[src/rtl/rst_arbiter.sv]
module rst_arbiter #(
  parameter int STRETCH     = 8,
  parameter int SYNC_STAGES = 2
) (
  input  logic       clk,
  input  logic       por_n,
  input  logic       lvi_req,
  input  logic       bus_rst_det,
  input  logic       usb_en,
  input  logic       bus_rst_to_irq,
  input  logic       soft_rst_req,
  input  logic       irq_ack,
  input  logic       cause_rd,
  output logic       sys_rst,
  output logic       rst_norm_clr,
  output logic       rst_keep_clr,
  output logic       bus_irq,
  output logic [3:0] cause
);
  localparam int CW = $clog2(STRETCH + 1);
  localparam logic [CW-1:0] LOAD = CW'(STRETCH);

  logic [SYNC_STAGES-1:0] lvi_sh, bus_sh;
  logic bus_d, keep_q, irq_q;
  logic [CW-1:0] cnt, cnt_nx;
  logic lvi_s, bus_s, bus_hit, bus_reset, bus_int, trig;

  always_ff @(posedge clk or negedge por_n)
    if (!por_n) begin
      lvi_sh <= '0;
      bus_sh <= '0;
      bus_d  <= 1'b0;
    end else begin
      lvi_sh <= SYNC_STAGES'({lvi_sh, lvi_req});
      bus_sh <= SYNC_STAGES'({bus_sh, bus_rst_det});
      bus_d  <= bus_s;
    end

  assign lvi_s     = lvi_sh[SYNC_STAGES-1];
  assign bus_s     = bus_sh[SYNC_STAGES-1];
  assign bus_hit   = usb_en & bus_s & ~bus_d;
  assign bus_reset = bus_hit & ~bus_rst_to_irq;
  assign bus_int   = bus_hit & bus_rst_to_irq;
  assign trig      = lvi_s | bus_reset | soft_rst_req;
  assign cnt_nx    = trig ? LOAD : (cnt != '0 ? cnt - CW'(1) : cnt);

  always_ff @(posedge clk or negedge por_n)
    if (!por_n) begin
      cnt    <= LOAD;
      keep_q <= 1'b1;
      irq_q  <= 1'b0;
      cause  <= 4'b0001;
    end else begin
      cnt    <= cnt_nx;
      keep_q <= lvi_s | (keep_q & (cnt_nx != '0));
      if (trig || sys_rst) irq_q <= 1'b0;
      else if (bus_int)    irq_q <= 1'b1;
      else if (irq_ack)    irq_q <= 1'b0;
      cause  <= (cause & ~{4{cause_rd}}) | {soft_rst_req, bus_reset, lvi_s, 1'b0};
    end

  assign sys_rst      = cnt != '0;
  assign rst_norm_clr = sys_rst;
  assign rst_keep_clr = sys_rst & keep_q;
  assign bus_irq      = irq_q;
endmodule


[config.mk]
export PLATFORM = sky130hd
export DESIGN_NAME = rst_arbiter
export DESIGN_NICKNAME = d
export VERILOG_FILES = /design/src/rtl/rst_arbiter.sv
export SDC_FILE = /design/constraint.sdc
export NUM_CORES = 1
export LEC_CHECK = 0
export BUFFER_PORTS_ARGS = -buffer_cell sky130_fd_sc_hd__buf_2
export CORE_MARGIN = 5
export CORE_UTILIZATION = 39
export DETAILED_ROUTE_END_ITERATION = 10
export RECOVER_POWER = 100
export SKIP_LAST_GASP = 1
export SLEW_MARGIN = 10
export SYNTH_ARGS = -nofsm -noshare
export SYNTH_HDL_FRONTEND = slang
export SYNTH_SLANG_ARGS = --single-unit
[constraint.sdc]
create_clock -name clk -period 1.5 [get_ports clk]
set_input_delay 0.075 -clock clk [delete_from_list [all_inputs] [get_ports clk]]
set_output_delay 0.075 -clock clk [all_outputs]
set_load 0.02 [all_outputs]
==> metrics.md, run 1 <==
| Metric | Value |
|---|---|
| Status | `complete, but fails checks` |
| Failing checks | `negative setup slack` |
| GR Overflow Total | `0` |
| Critical path required time | `1420 ps` |
| Hold wc startpoint | `irq_ack` |
| GP Congestion | `0.723` |
| Die Ht | `50.9 µm` |
| Clock slew at reported path FFs | `90 ps` |
| WP data arrival | `1570 ps` |
| Max_cap viols | `0` |
| DR pass1 iterations | `3` |
| Post-DP HPWL | `863 µm` |
| Combinational share of power | `0.220` |
| Worst path depth | `5` |
| Finished Layout Cells | `98` |
| Multi-input logic area | `256 µm²` |
| Total GRT Usage | `0.104` |
| Worst hold endpoint | `bus_irq` |
| Port Buffer Count | `16` |
| Synth Register Bits | `15` |
| Wirelength, routed | `1220 µm` |
| Die Span X | `50.9 µm` |
| TritonCTS clock tree | `built` |
| Gate count of the mapped netlist | `51` |
| Top-count cell post-synth | `dfrtp_1` |
| Pre-CTS setup slack | `66.8 ps` |
| Crit-path slowest cell | `dfrtp_1` |
| Reg2reg path depth | `7` |
| Antenna viol nets, final | `0` |
| Area grow syn2layout | `38.7%` |
| First-pass GRT wire length | `1990 µm` |
| Reg power frac | `0.509` |
| FF-to-FF Start | `cnt[0]` |
| Fmax | `608 MHz` |
| Yosys cell types | `28` |
| Setup TNS | `-436 ps` |
| Critical R2R Capture | `cnt[0]` |
| DRC viols | `0` |
| DR vias/cell | `4.76` |
| Skew final | `2.56 ps` |
| Initial antenna violation count | `0` |
| Switching Share | `0.270` |
| Internal cell power | `634 µW` |
| Top Ports | `17` |
| Hold Crit Depth | `3` |
| CP Capture Type | `output port` |
| Largest cells by area after synthesis | `dfrtp_1 46%, dfstp_2 12%, a211oi_2 3.8%` |
| Pin count of the biggest net entering global routing | `16` |
| Crit-path leading delay family | `simple AND/OR/NAND/NOR gates` |
| Async SR Flop Fraction | `1.00` |
| WHS | `47.3 ps` |
| Post-Synthesis Cell Area | `653 µm²` |
| Number of diodes | `0` |
| RSZ-0062 raised after global routing | `yes` |
| Worst-Skew Late Latency | `290 ps` |
| Tcrit/Tclk final | `1.10` |
| P_sw | `234 µW` |
| Critical-path cell list | `inv_1 > ha_2 > or3b_4 > and2_4 > buf_6` |
| Max_slew headroom | `0.488` |
| Num rows | `14` |
| Max VDD drop | `0.000632 V` |
| Seq/Total Area, Yosys | `0.580` |
| Count of final setup violators | `5` |
| Synthesized area per cell | `12.8 µm²` |
| CP max FO | `3` |
| Final Hold Viols | `0` |
| Final worst setup slack | `-144 ps` |
| Least-Margin Pin Slew | `768 ps` |
| Nets | `93` |
| Bufs on Longest Clock Path | `2` |
| Placed Cells incl. Taps | `86` |
| R2R setup slack | `-30 ps` |
| Die Area | `2590 µm²` |
| Top-area cell type share of the netlist area | `0.460` |
| Post-synth EDFFs | `0` |
| Core Box Area | `1540 µm²` |
| Worst Setup SP | `cnt[0]` |
| Yosys warnings | `0` |
| Dominant cell type by area after synthesis | `dfrtp_1` |
| Via count | `466` |
| Initial Util | `0.424` |
| Vias in the first global route | `454` |
| PwrDens | `958 nW/µm²` |
| Fillers | `140` |
| Num CTS Buffers | `3` |
| Leak | `0.420 nW` |
| Clock Sinks | `15` |
| FF/Latch Area | `379 µm²` |
| # H-tree levels | `1` |
| Final slew viol count | `0` |
| Share of cells above drive strength 1 | `0.427` |
| Root buf cell | `clkbuf_4` |
| Final min period | `1640 ps` |
| Setup Crit Path Kind | `register to output port` |
| Post-Syn Nets | `61` |
| Routed len/inst | `12.5 µm` |
| Clock share of power | `0.271` |
| Post-layout util | `0.588` |
| Worst Hold Class | `input port to register` |
| Slowest Stage Delay on Critical Path | `400 ps` |
| Worst path bufs/invs | `2` |
| CP Launch Type | `register` |
| Most common flop cell mapped by yosys | `dfrtp_1` |
| Initial drt markers | `9` |
## cell families (layout without fill, tap and decap cells)
kind of cell    after synthesis  after routing  share of synthesized area
mux                           1              1                     0.0153
xor+xnor                      1              1                     0.0134
flops                        15             15                      0.580
simple gates                 17             17                      0.178
fa+ha+maj                     1              1                     0.0192
compound gates               11             11                      0.147
buf+inv                       5             36                     0.0460
## sequential cells by signal, indices dropped and copies added, names as in the netlist
| register | flops |
|---|---|
| bus_sh | 2 |
| bus_irq | 1 |
| lvi_sh | 2 |
| bus_d | 1 |
| keep_q | 1 |
| cause | 4 |
| cnt | 4 |
## through the flow
step                total power [mW]  area, µm²
detailed placement             0.601        772
global route                   0.926        906
CTS                            0.880        906
global placement               0.601        772
finish                         0.868        906
floorplan                      0.547        653
## placed cells by master (no fill, tap or decap), types with 2 or more instances in the layout
master / instances
a211oi_2: 2
a21o_1: 3
buf_2: 6
buf_4: 5
buf_6: 6
clkbuf_1: 7
clkbuf_4: 3
dfrtp_1: 12
dfstp_2: 3
dlygate4sd3_1: 5
inv_1: 3
nand2b_1: 3
nor2_1: 2
nor2b_1: 2
## metal layers
metal	wire (µm)	GRT usage	part of all wire
met1	594	0.136	0.49
met2	515	0.143	0.42
met3	97	0.0407	0.079
met4	15	0.0638	0.012
met5	0	0	0
## timing repair
action	CTS	global route
resized for setup	11	4
endpoints found under the setup margin	3	7
pin swaps	2	1
setup buffers	3	0
hold buffers	5	0
hold endpoints to repair	19	0
## power by group through the flow
stage / combinational (mW) / clock [mW] / sequential [mW]
2_1_floorplan: 0.0895 / 0 / 0.457
3_3_place_gp: 0.151 / 0 / 0.450
3_5_place_dp: 0.151 / 0 / 0.450
4_1_cts: 0.189 / 0.249 / 0.442
5_1_grt: 0.209 / 0.271 / 0.445
6_report: 0.191 / 0.235 / 0.442
## layout make-up
class	count	share of cell area
Clock buffer	3	0.0249
Clock inverter	1	0.00552
Inverter	3	0.0124
Multi-Input combinational cell	31	0.283
Sequential cell	15	0.419
Tap cell	16	0.0221
Timing Repair Buffer	29	0.233
## tightest hold or removal path: cells and delay by family
kind            cells  cell delay [ps]
simple gates        1              100
buf+inv             1               70
compound gates      1               60
## worst max-delay path by stage
stage and endpoint:
6_report rst_keep_clr, 5_1_grt rst_keep_clr, 3_3_place_gp keep_q, 4_1_cts rst_keep_clr, 2_1_floorplan rst_keep_clr, 3_5_place_dp cnt[1]
Note: power is estimated with default switching activity, not from simulation.
==> run 2, diff against run 1 <==
--- a/config.mk
+++ b/config.mk
@@ -9,6 +9,7 @@
 export CORE_MARGIN = 5
 export CORE_UTILIZATION = 39
 export DETAILED_ROUTE_END_ITERATION = 10
+export HOLD_SLACK_MARGIN = 0.06
 export RECOVER_POWER = 100
 export SKIP_LAST_GASP = 1
 export SLEW_MARGIN = 10
==> run 2 against run 1 <==
The run still ends with negative setup slack left. Hold slack better by 28 ps. Sequential share of layout area shrank 0.46 points. Wire length rose by 0.57%. Largest cell class unchanged. Largest power group unchanged. Highest routed layer unchanged.
==> metrics.md, run 2 (synthesis results as in run 1) <==
| Metric | Value |
|---|---|
| Via count | `470` |
| Max_slew headroom | `0.488` |
| Initial Util | `0.424` |
| Die Ht | `50.9 µm` |
| WP data arrival | `1570 ps` |
| DR pass1 iterations | `3` |
| Number of diodes | `0` |
| Routed len/inst | `12.4 µm` |
| Total power | `870 µW` |
| Max VDD drop | `0.000633 V` |
| Most frequent cells in the layout | `12 x dfrtp_1, 7 x clkbuf_1, 6 x dlygate4sd3_1, 6 x buf_2, 6 x buf_6` |
| Nets | `94` |
| Commonest non-fill, non-tap cell in the layout | `dfrtp_1` |
| Max_cap viols | `0` |
| Worst Hold Class | `input port to register` |
| GR Overflow Total | `0` |
| Antenna viol nets, final | `0` |
| Share of cells above drive strength 1 | `0.422` |
| Root buf cell | `clkbuf_4` |
| Final Hold Viols | `0` |
| Pin count of the biggest net entering global routing | `16` |
| Num rows | `14` |
| Vias in the first global route | `462` |
| Clock share of power | `0.270` |
| GP Congestion | `0.723` |
| Clock slew at reported path FFs | `90 ps` |
| Critical path required time | `1420 ps` |
| Cell area after placement | `772 µm²` |
| Finished Layout Cells | `99` |
| Worst-Skew Late Latency | `290 ps` |
| # H-tree levels | `1` |
| Largest registers | `cause (4), cnt (4)` |
| Design area | `916 µm²` |
| Initial drt markers | `9` |
| Port Buffer Count | `16` |
| Least-Margin Pin Slew | `768 ps` |
| Skew final | `2.56 ps` |
| Clock Sinks | `15` |
| Tcrit/Tclk final | `1.10` |
| Count of final setup violators | `5` |
| PwrDens | `950 nW/µm²` |
| P_sw | `234 µW` |
| Pre-CTS setup slack | `66.8 ps` |
| Fmax | `608 MHz` |
| Post-DP HPWL | `863 µm` |
| First-pass GRT wire length | `2010 µm` |
| Bufs on Longest Clock Path | `2` |
| Initial antenna violation count | `0` |
| Wirelength, routed | `1230 µm` |
| Placed Cells incl. Taps | `86` |
| CP Capture Type | `output port` |
| DR vias/cell | `4.75` |
| R2R setup slack | `-30 ps` |
| Switching Share | `0.269` |
| Failing checks | `negative setup slack` |
| Combinational share of power | `0.221` |
| Reg power frac | `0.508` |
| Internal cell power | `636 µW` |
| Post-layout util | `0.594` |
| Area grow syn2layout | `40.2%` |
| DRC viols | `0` |
| Total GRT Usage | `0.105` |
| Status | `complete, but fails checks` |
| Die Area | `2590 µm²` |
| Num CTS Buffers | `3` |
| Setup Crit Path Kind | `register to output port` |
| Die Span X | `50.9 µm` |
| Leak | `0.424 nW` |
| TritonCTS clock tree | `built` |
| Top Ports | `17` |
| RSZ-0062 raised after global routing | `yes` |
| Final min period | `1640 ps` |
| CP Launch Type | `register` |
| Final slew viol count | `0` |
| Core Box Area | `1540 µm²` |
| Final worst setup slack | `-144 ps` |
| CP max FO | `3` |
-- run 2: cell count changes in the layout (fill, tap and decap cells not counted) --
cell,delta
dlygate4sd3_1,+1
-- run 2: worst max-delay path: stages, from the launching register on --
cell and delay (ps):
dfrtp_1 400, inv_1 60, ha_2 160, or3b_4 390, and2_4 150, buf_6 120
-- run 2: final timing paths --
| check | from | end | depth (start not counted) |
|---|---|---|---|
| max | cnt[0] | rst_keep_clr | 5 |
| min | bus_rst_to_irq | bus_irq | 3 |
| max reg2reg | cnt[0] | cnt[0] | 7 |
| max in group asynchronous | por_n | cnt[1] | 2 |
| min in group asynchronous | por_n | cause[1] | 2 |
| min reg2reg | bus_sh[0] | bus_sh[1] | 0 |
-- run 2: through the flow --
stage | hold WS, ps | setup TNS, ps
after global routing | 77.4 | -832
after CTS | 71.4 | -590
final | 74.9 | -436
after floorplan | -221 | 0
after global placement | -1.57 | 0
after detailed placement | -1.90 | 0
-- run 2: power by group through the flow --
stage	Combinational [mW]	Clock (mW)	Sequential, mW
after floorplan	0.0895	0	0.457
after global placement	0.151	0	0.450
after detailed placement	0.151	0	0.450
after CTS	0.191	0.249	0.442
after global routing	0.212	0.271	0.445
final	0.193	0.235	0.442
-- run 2: timing repair --
item	4_1_cts	5_1_grt
hold buffers	6	0
endpoints found under the setup margin	3	7
endpoints found under the hold margin	20	0
pin swaps	2	1
buffers inserted	3	0
gates resized for setup	11	4
-- run 2: area by class of cell --
cell class,instances,area [µm²]
Clock inverter,1,5.00
Multi-Input combinational cell,31,256
Fill cell,139,626
Timing Repair Buffer,30,221
Clock buffer,3,22.5
Inverter,3,11.3
Tap cell,16,20.0
Sequential cell,15,379
-- run 2: per-layer routing --
layer | GRT usage | wire length (µm) | vias to the layer above
li1 | - | - | 245
met2 | 0.147 | 519 | 13
met3 | 0.0378 | 96 | 2
met5 | 0 | 0 | -
met4 | 0.0638 | 15 | 0
met1 | 0.138 | 598 | 210
==> run 3, diff against run 2 <==
--- a/config.mk
+++ b/config.mk
@@ -7,9 +7,10 @@
 export LEC_CHECK = 0
 export BUFFER_PORTS_ARGS = -buffer_cell sky130_fd_sc_hd__buf_2
 export CORE_MARGIN = 5
-export CORE_UTILIZATION = 39
+export CORE_UTILIZATION = 44
 export DETAILED_ROUTE_END_ITERATION = 10
 export HOLD_SLACK_MARGIN = 0.06
+export PLACE_DENSITY = 0.71
 export RECOVER_POWER = 100
 export SKIP_LAST_GASP = 1
 export SLEW_MARGIN = 10
==> run 3 against run 2 <==
The flow still finishes with violations (negative setup slack). Wire length rose by 12%. Power fell by 0.28%. Utilization grew 3.6 points. Cell area is the same. Die area fell by 9.2%. Cell count is the same. Non-clock buffer count stayed put. Flip-flop and latch count is the same. Clock skew shrank 1.5 ps. Sequential power is 0.9% higher.
==> metrics.md, run 3 (synthesis results as in run 1) <==
| Metric | Value |
|---|---|
| # H-tree levels | `1` |
| Total GRT Usage | `0.123` |
| Cell area after placement | `764 µm²` |
| Commonest non-fill, non-tap cell in the layout | `dfrtp_1` |
| Wirelength, routed | `1370 µm` |
| Bufs on Longest Clock Path | `2` |
| TritonCTS clock tree | `built` |
| Critical path required time | `1420 ps` |
| Final slew viol count | `0` |
| CP Capture Type | `output port` |
| Skew final | `1.08 ps` |
| Worst Hold Class | `input port to register` |
| Via count | `516` |
| Least-Margin Pin Slew | `772 ps` |
| Core Box Area | `1450 µm²` |
| Critical-path cell list | `inv_1 > ha_2 > or3b_4 > and2_4 > buf_6` |
| Max_cap viols | `0` |
| Design area | `916 µm²` |
| Fmax | `604 MHz` |
| Post-layout util | `0.630` |
| Initial Util | `0.449` |
| Leak | `0.424 nW` |
| Initial drt markers | `8` |
| Number of diodes | `0` |
| GP Congestion | `0.712` |
| Final worst setup slack | `-154 ps` |
| Total power | `867 µW` |
| Worst Setup SP | `cnt[1]` |
| Clock slew at reported path FFs | `90 ps` |
| Port Buffer Count | `16` |
| Antenna viol nets, final | `0` |
| Area grow syn2layout | `40.2%` |
| Routed len/inst | `13.9 µm` |
| Num rows | `14` |
| DR pass1 iterations | `4` |
| Initial antenna violation count | `0` |
| Post-DP HPWL | `914 µm` |
| Final Hold Viols | `0` |
| CP Launch Type | `register` |
| GR Overflow Total | `0` |
| Crit-path slowest cell | `or3b_4` |
| Failing checks | `negative setup slack` |
| FF-to-FF Start | `cnt[1]` |
| Die Ht | `48.5 µm` |
| Critical R2R Capture | `cnt[0]` |
| Largest registers | `cause (4), cnt (4)` |
| Reg2reg path depth | `7` |
| Final min period | `1650 ps` |
| R2R setup slack | `-60 ps` |
| Critical path destination | `rst_keep_clr` |
| Slowest Stage Delay on Critical Path | `400 ps` |
| Setup Crit Path Kind | `register to output port` |
| WP data arrival | `1580 ps` |
| Num CTS Buffers | `3` |
| Most frequent cells in the layout | `12 x dfrtp_1, 7 x clkbuf_1, 6 x dlygate4sd3_1, 6 x buf_2, 6 x buf_6` |
| Pin count of the biggest net entering global routing | `16` |
| Max_slew headroom | `0.486` |
| Nets | `94` |
| Die Span X | `48.5 µm` |
| Clock Sinks | `15` |
| First-pass GRT wire length | `2300 µm` |
| Status | `complete, but fails checks` |
| Vias in the first global route | `546` |
| Max VDD drop | `0.000427 V` |
| PwrDens | `947 nW/µm²` |
| Share of cells above drive strength 1 | `0.422` |
| Top Ports | `17` |
| CP max FO | `3` |
| Hold wc startpoint | `bus_rst_to_irq` |
| Root buf cell | `clkbuf_4` |
| Tcrit/Tclk final | `1.10` |
| WHS | `83.5 ps` |
| DR vias/cell | `5.21` |
| Worst-Skew Late Latency | `280 ps` |
| RSZ-0062 raised after global routing | `yes` |
| DRC viols | `0` |
| Die Area | `2350 µm²` |
| Count of final setup violators | `5` |
run 3: final cells by class:
type	instances	area [µm²]
tap	16	20.0
fill	117	538
clock inverter	1	5.00
inverter	3	11.3
sequential	15	379
multi-input combinational	31	256
timing repair buffer	30	221
clock buffer	3	22.5
run 3: per-layer routing:
| metal | GRT usage | wire, µm |
|---|---|---|
| met5 | 0 | 0 |
| met4 | 0.0673 | 17 |
| met3 | 0.0307 | 62 |
| met2 | 0.211 | 737 |
| met1 | 0.136 | 556 |
run 3: where the power goes:
group	internal [mW]	switching (mW)
logic	0.110	0.0853
registers	0.428	0.0179
clock network	0.0988	0.127
total	0.637	0.231
run 3: what timing repair did:
| item | in CTS | in global routing |
|---|---|---|
| hold buffers | 6 | 0 |
| buffers inserted | 4 | 0 |
| gates resized for setup | 11 | 3 |
| hold endpoints to repair | 20 | 0 |
| pin swaps | 2 | 2 |
| setup endpoints to repair | 3 | 6 |
run 3: critical path, delay by kind of cell (launching register included):
| family | cells | cell delay [ps] |
|---|---|---|
| adder cells (fa/ha/maj) | 1 | 160 |
| buffers and inverters | 2 | 190 |
| flip-flops | 1 | 390 |
| AND/OR/NAND/NOR | 2 | 550 |
run 3: metrics by stage:
| step | std cells | TNS (ps) | setup slack [ps] |
|---|---|---|---|
| final | 99 | -512 | -154 |
| after global routing | 99 | -830 | -205 |
| after CTS | 99 | -535 | -152 |
| after detailed placement | 85 | 0 | 42.3 |
| after global placement | 85 | 0 | 88.2 |
| after floorplan | 51 | 0 | 0.474 |
run 3: worst min path at each step:
stage                           to  depth (start not counted)
after floorplan              bus_d                          0
after global placement    cause[1]                          1
after detailed placement  cause[2]                          1
after CTS                  bus_irq                          3
after global routing       bus_irq                          3
final                      bus_irq                          3
